### src/rtl/iic_txc_pkg.sv
package iic_txc_pkg;
  localparam int NUM_FLAGS = 3;
  localparam int FLG_EMPTY = 0;
  localparam int FLG_INTR  = 1;
  localparam int FLG_REQ   = 2;
  typedef logic [NUM_FLAGS-1:0] flag_vec_t;
endpackage

### src/rtl/iic_txc_rst_sync.sv
module iic_txc_rst_sync (
  input  logic clk_i,
  input  logic rst_n_i,
  output logic rst_n_o
);
  logic [1:0] sync_q;
  logic [1:0] sync_d;

  always_comb begin
    sync_d = {sync_q[0], 1'b1};
  end

  always_ff @(posedge clk_i or negedge rst_n_i) begin
    if (!rst_n_i) sync_q <= 2'b00;
    else          sync_q <= sync_d;
  end

  assign rst_n_o = sync_q[1];
endmodule

### src/rtl/iic_txc_flag_unit.sv
module iic_txc_flag_unit
  import iic_txc_pkg::*;
(
  input  logic      clk_i,
  input  logic      rst_n_i,
  input  logic      byte_done_i,
  input  logic      ack_bit_i,
  input  logic      ack_chk_en_i,
  input  flag_vec_t clr_mask_i,
  input  logic      burst_end_i,
  output flag_vec_t flags_o
);
  logic      full_set;
  flag_vec_t set_vec;
  flag_vec_t clr_vec;
  flag_vec_t flags_d;
  flag_vec_t flags_q;

  // Set vector: a NACK under checking raises only the interrupt flag
  always_comb begin
    full_set           = !ack_chk_en_i || !ack_bit_i;
    set_vec            = '0;
    set_vec[FLG_INTR]  = byte_done_i;
    set_vec[FLG_EMPTY] = byte_done_i && full_set;
    set_vec[FLG_REQ]   = byte_done_i && full_set;
    clr_vec            = clr_mask_i | {NUM_FLAGS{burst_end_i}};
  end

  // Per-bit next state: set wins over any clear
  for (genvar gi = 0; gi < NUM_FLAGS; gi++) begin : g_flag
    always_comb begin
      flags_d[gi] = set_vec[gi] | (flags_q[gi] & ~clr_vec[gi]);
    end

    always_ff @(posedge clk_i or negedge rst_n_i) begin
      if (!rst_n_i) flags_q[gi] <= 1'b0;
      else          flags_q[gi] <= flags_d[gi];
    end
  end

  assign flags_o = flags_q;
endmodule

### src/rtl/iic_txc_byte_cnt.sv
module iic_txc_byte_cnt #(
  parameter int CNT_W = 8
) (
  input  logic             clk_i,
  input  logic             rst_n_i,
  input  logic             load_i,
  input  logic [CNT_W-1:0] load_val_i,
  input  logic             dma_ack_i,
  output logic [CNT_W-1:0] remain_o,
  output logic             exhaust_o
);
  localparam logic [CNT_W-1:0] CNT_ONE = CNT_W'(1);

  logic [CNT_W-1:0] cnt_q;
  logic [CNT_W-1:0] cnt_d;
  logic             cnt_en;
  logic             dec_ok;

  always_comb begin
    dec_ok    = dma_ack_i && (cnt_q != '0) && !load_i;
    exhaust_o = dec_ok && (cnt_q == CNT_ONE);
    cnt_en    = load_i || dec_ok;
    cnt_d     = load_i ? load_val_i : (cnt_q - CNT_ONE);
  end

  always_ff @(posedge clk_i or negedge rst_n_i) begin
    if (!rst_n_i)    cnt_q <= '0;
    else if (cnt_en) cnt_q <= cnt_d;
  end

  assign remain_o = cnt_q;
endmodule

### src/rtl/iic_txc_stop_gen.sv
module iic_txc_stop_gen (
  input  logic clk_i,
  input  logic rst_n_i,
  input  logic exhaust_i,
  input  logic master_i,
  output logic stop_req_o
);
  logic stop_d;
  logic stop_q;

  always_comb begin
    stop_d = exhaust_i && master_i;
  end

  always_ff @(posedge clk_i or negedge rst_n_i) begin
    if (!rst_n_i) stop_q <= 1'b0;
    else          stop_q <= stop_d;
  end

  assign stop_req_o = stop_q;
endmodule

### src/rtl/iic_txc_flag_ctrl.sv
module iic_txc_flag_ctrl
  import iic_txc_pkg::*;
#(
  parameter int CNT_W = 8
) (
  input  logic             clk_i,
  input  logic             rst_n_i,
  input  logic             byte_done_i,
  input  logic             ack_bit_i,
  input  logic             ack_chk_en_i,
  input  logic             master_i,
  input  logic             irq_en_i,
  input  logic [2:0]       cpu_clr_i,
  input  logic             cnt_load_i,
  input  logic [CNT_W-1:0] cnt_value_i,
  input  logic             dma_ack_i,
  output logic             data_empty_o,
  output logic             intr_flag_o,
  output logic             xfer_req_o,
  output logic             irq_o,
  output logic             stop_req_o,
  output logic [CNT_W-1:0] remain_o
);
  logic      rst_sync_n;
  logic      exhaust;
  flag_vec_t flags;

  iic_txc_rst_sync u_rst (
    .clk_i   (clk_i),
    .rst_n_i (rst_n_i),
    .rst_n_o (rst_sync_n)
  );

  iic_txc_byte_cnt #(.CNT_W(CNT_W)) u_cnt (
    .clk_i      (clk_i),
    .rst_n_i    (rst_sync_n),
    .load_i     (cnt_load_i),
    .load_val_i (cnt_value_i),
    .dma_ack_i  (dma_ack_i),
    .remain_o   (remain_o),
    .exhaust_o  (exhaust)
  );

  iic_txc_flag_unit u_flags (
    .clk_i        (clk_i),
    .rst_n_i      (rst_sync_n),
    .byte_done_i  (byte_done_i),
    .ack_bit_i    (ack_bit_i),
    .ack_chk_en_i (ack_chk_en_i),
    .clr_mask_i   (cpu_clr_i),
    .burst_end_i  (exhaust),
    .flags_o      (flags)
  );

  iic_txc_stop_gen u_stop (
    .clk_i      (clk_i),
    .rst_n_i    (rst_sync_n),
    .exhaust_i  (exhaust),
    .master_i   (master_i),
    .stop_req_o (stop_req_o)
  );

  assign data_empty_o = flags[FLG_EMPTY];
  assign intr_flag_o  = flags[FLG_INTR];
  assign xfer_req_o   = flags[FLG_REQ];
  assign irq_o        = flags[FLG_INTR] & irq_en_i & ~flags[FLG_REQ];
endmodule

### config.mk
export PLATFORM = sky130hd
export DESIGN_NAME = iic_txc_flag_ctrl
export DESIGN_NICKNAME = d
export VERILOG_FILES = /design/src/rtl/iic_txc_pkg.sv /design/src/rtl/iic_txc_rst_sync.sv /design/src/rtl/iic_txc_flag_unit.sv /design/src/rtl/iic_txc_byte_cnt.sv /design/src/rtl/iic_txc_stop_gen.sv /design/src/rtl/iic_txc_flag_ctrl.sv
export SDC_FILE = /design/constraint.sdc
export NUM_CORES = 1
export LEC_CHECK = 0
export CAP_MARGIN = 20
export CORE_UTILIZATION = 25
export CTS_CLUSTER_SIZE = 28
export DETAILED_ROUTE_END_ITERATION = 8
export PLACE_DENSITY_LB_ADDON = 0.12
export SETUP_SLACK_MARGIN = 0.15
export SYNTH_ARGS = -nofsm -noshare
export SYNTH_HDL_FRONTEND = slang
export SYNTH_SLANG_ARGS = --single-unit
### constraint.sdc
create_clock -name clk_i -period 0.8 [get_ports clk_i]
set_input_delay 0.12 -clock clk_i [delete_from_list [all_inputs] [get_ports clk_i]]
set_output_delay 0.12 -clock clk_i [all_outputs]
set_load 0.03 [all_outputs]
==> qor.yml <==
outcome: "finished with violations"
violations: "setup timing"
first_iter_violations: 23
max_freq_ghz: 0.600
setup_viol: 25
final-max-slew-violation-count: 0
cts_tree: "done"
critical_path_class: "register to register"
fin_ws_ps: -866
ys_seq_area_share_pct: 43.5
synth_seq_cells: 14
hold_slack_ps: 59.7
drive_above_1_share_pct: 53.9
syn2layout_area_growth_pct: 106
dieWidth_um: 58.7
cp.arrival_ps: 1890
ys_warn_count: 0
syn_inst: 82
dp_hpwl_um: 1800
yosys-top-cells-area: "dfrtp_1 (44%), ha_1 (4.7%), a31oi_1 (3.9%)"
period_share_pct: 208
syn_avg_cell_area_um2: 9.81
grt_pass1_vias: 897
rsz0062_at_grt: "true"
fp.coreArea_mm2: 0.00305
io_pins: 33
gr-total-overflow: 0
layout_common_cells: "buf_6 (26), buf_4 (24), clkdlybuf4s50_1 (18)"
hold_path_class: "input port to asynchronous set/reset pin"
final_antenna_net_count: 0
fin_cells: 196
place_inst: 177
cts-htree-levels: 1
cts_buffers: 3
startpoint_type: "register"
cts_buffer_depth: 2
drcViolationCount: 0
synth_top_cell_area_share_pct: 43.5
synth_enable_flop_cells: 0
num-fill-cells: 294
die_area_mm2: 0.00345
drt-vias-per-instance: 4.68
combPwrFrac_pct: 45.1
io_buffers: 32
max_cap_viol_count: 0
clkSinkCount: 14
fin_nets: 176
diodes: 0
power.density_mw_per_mm2: 1490
endpoint_kind: "register"
drt_pass1_iterations: 4
antenna_found_initial: 0
swShare_pct: 32.1
tns_ps: -12860
final_common_cell: "buf_6"
initial_core_util_pct: 26.4
grt_pass1_wl_um: 3830
syn-cell-area_um2: 805
power_frac_clock_pct: 21.3
gp_congestion: 0.799
rows: 20
vias: 918
drt-total-wl_um: 2620
yosys.area.top_type: "dfrtp_1"
grt_max_degree: 13
die_h_um: 58.7
grt_use_total_pct: 14.9
clk_latency_ps: 280
p_leak_nw: 0.693
internal_power_mw: 1.68
vdd_drop_max_mv: 0.608
hold_violations: 0
p_sw_mw: 0.793
synthArstFlopShare_pct: 100
synth_nets: 105
wl_per_cell_um: 13.3
yosysUniqueCellTypes: 36
finalClockSkew_ps: 7.73
cts_root_buf: "clkbuf_4"
synth_flop_cell: "dfrtp_1"
required_ps: 1030
place_ws_ps: -842
cp_max_fo: 3
fin_crit_ps: 1670
seq_power_share_pct: 33.6
path_clk_slew_ps: 100
-- worst max-delay path, cell delays in order, from the launching register on --
cell	delay (ps)
dfrtp_2	420
inv_2	80
ha_4	130
or4b_4	470
or4_4	430
nand3_2	80
-- cells by family (layout without fill, tap and decap cells) --
kind of cell | count (synthesis) | after routing | share of synthesized area [%]
other cells | 1 | 1 | 0.466
simple gates | 36 | 36 | 28.6
buf+inv | 7 | 77 | 4.20
compound gates | 21 | 21 | 18.5
flops | 14 | 14 | 43.5
fa+ha+maj | 3 | 3 | 4.67
-- power groups by stage --
stage | registers, mW | clock network (mW) | logic [mW]
floorplan | 0.992 | 0 | 0.243
global placement | 0.833 | 0 | 0.808
detailed placement | 0.835 | 0 | 0.820
CTS | 0.829 | 0.551 | 0.965
global route | 0.838 | 0.576 | 1.18
finish | 0.830 | 0.526 | 1.11
-- per-stage QoR --
stage                     util, %  cell area, µm²  power (mW)
final                        54.3            1660        2.47
after CTS                    50.0            1530        2.35
after detailed placement     43.9            1340        1.66
after global placement       43.9            1340        1.64
after global routing         54.3            1660        2.59
after floorplan                 -             850        1.23
-- sequential cells by signal (all words and copies together) (netlist names) --
signal,flops
u_flags.flags_o,3
u_cnt.remain_o,8
u_stop.stop_req_o,1
u_rst.sync_q,2
-- layer usage --
layer,routed length [µm],vias to the layer above,track usage [%]
met5,0,-,0
met4,13,0,5.10
met3,110,2,3.30
met2,1380,23,27.1
met1,1110,444,17.2
li1,-,449,-
-- area by class of cell --
type                    count  area (µm²)  area share, %
inverters                   4        15.0          0.905
repair buffers             69         663           40.0
multi-input cells          61         528           31.8
flip-flops and latches     14         362           21.8
well taps                  44        55.1           3.32
clock buffers               4        36.3           2.19
-- final timing paths --
kind / startpoint / to / slack, ps / depth (start not counted)
setup / recovery: u_cnt.remain_o[0] / u_cnt.remain_o[0] / -870 / 5
min in group clk_i: u_rst.sync_q[0] / u_rst.sync_q[1] / 370 / 0
max in group asynchronous: u_rst.sync_q[1] / u_flags.flags_o[1] / 460 / 1
hold / removal: rst_n_i / u_rst.sync_q[1] / 60 / 1
setup reg to reg: u_cnt.remain_o[0] / u_cnt.remain_o[0] / -870 / 5
hold reg to reg: u_rst.sync_q[1] / u_cnt.remain_o[1] / 160 / 1
-- synthesized netlist by cell type (2+ instances only) --
cell      number
inv_1          4
dfrtp_1       14
or3b_1         2
o21ai_1        5
o31ai_1        2
ha_1           3
nor3_1         2
a31oi_1        5
nand3_1        3
nor2_1         6
and2_1         3
nand2_1        5
clkbuf_1       2
nor3b_1        2
nand2b_1       3
-- repair_timing --
item	4_1_cts	5_1_grt
pin swaps	11	9
setup buffers	5	10
hold buffers	1	0
gates resized for setup	27	12
hold endpoints to repair	2	0
setup endpoints to repair	25	27
No activity file was read; power rests on OpenSTA's default activity.
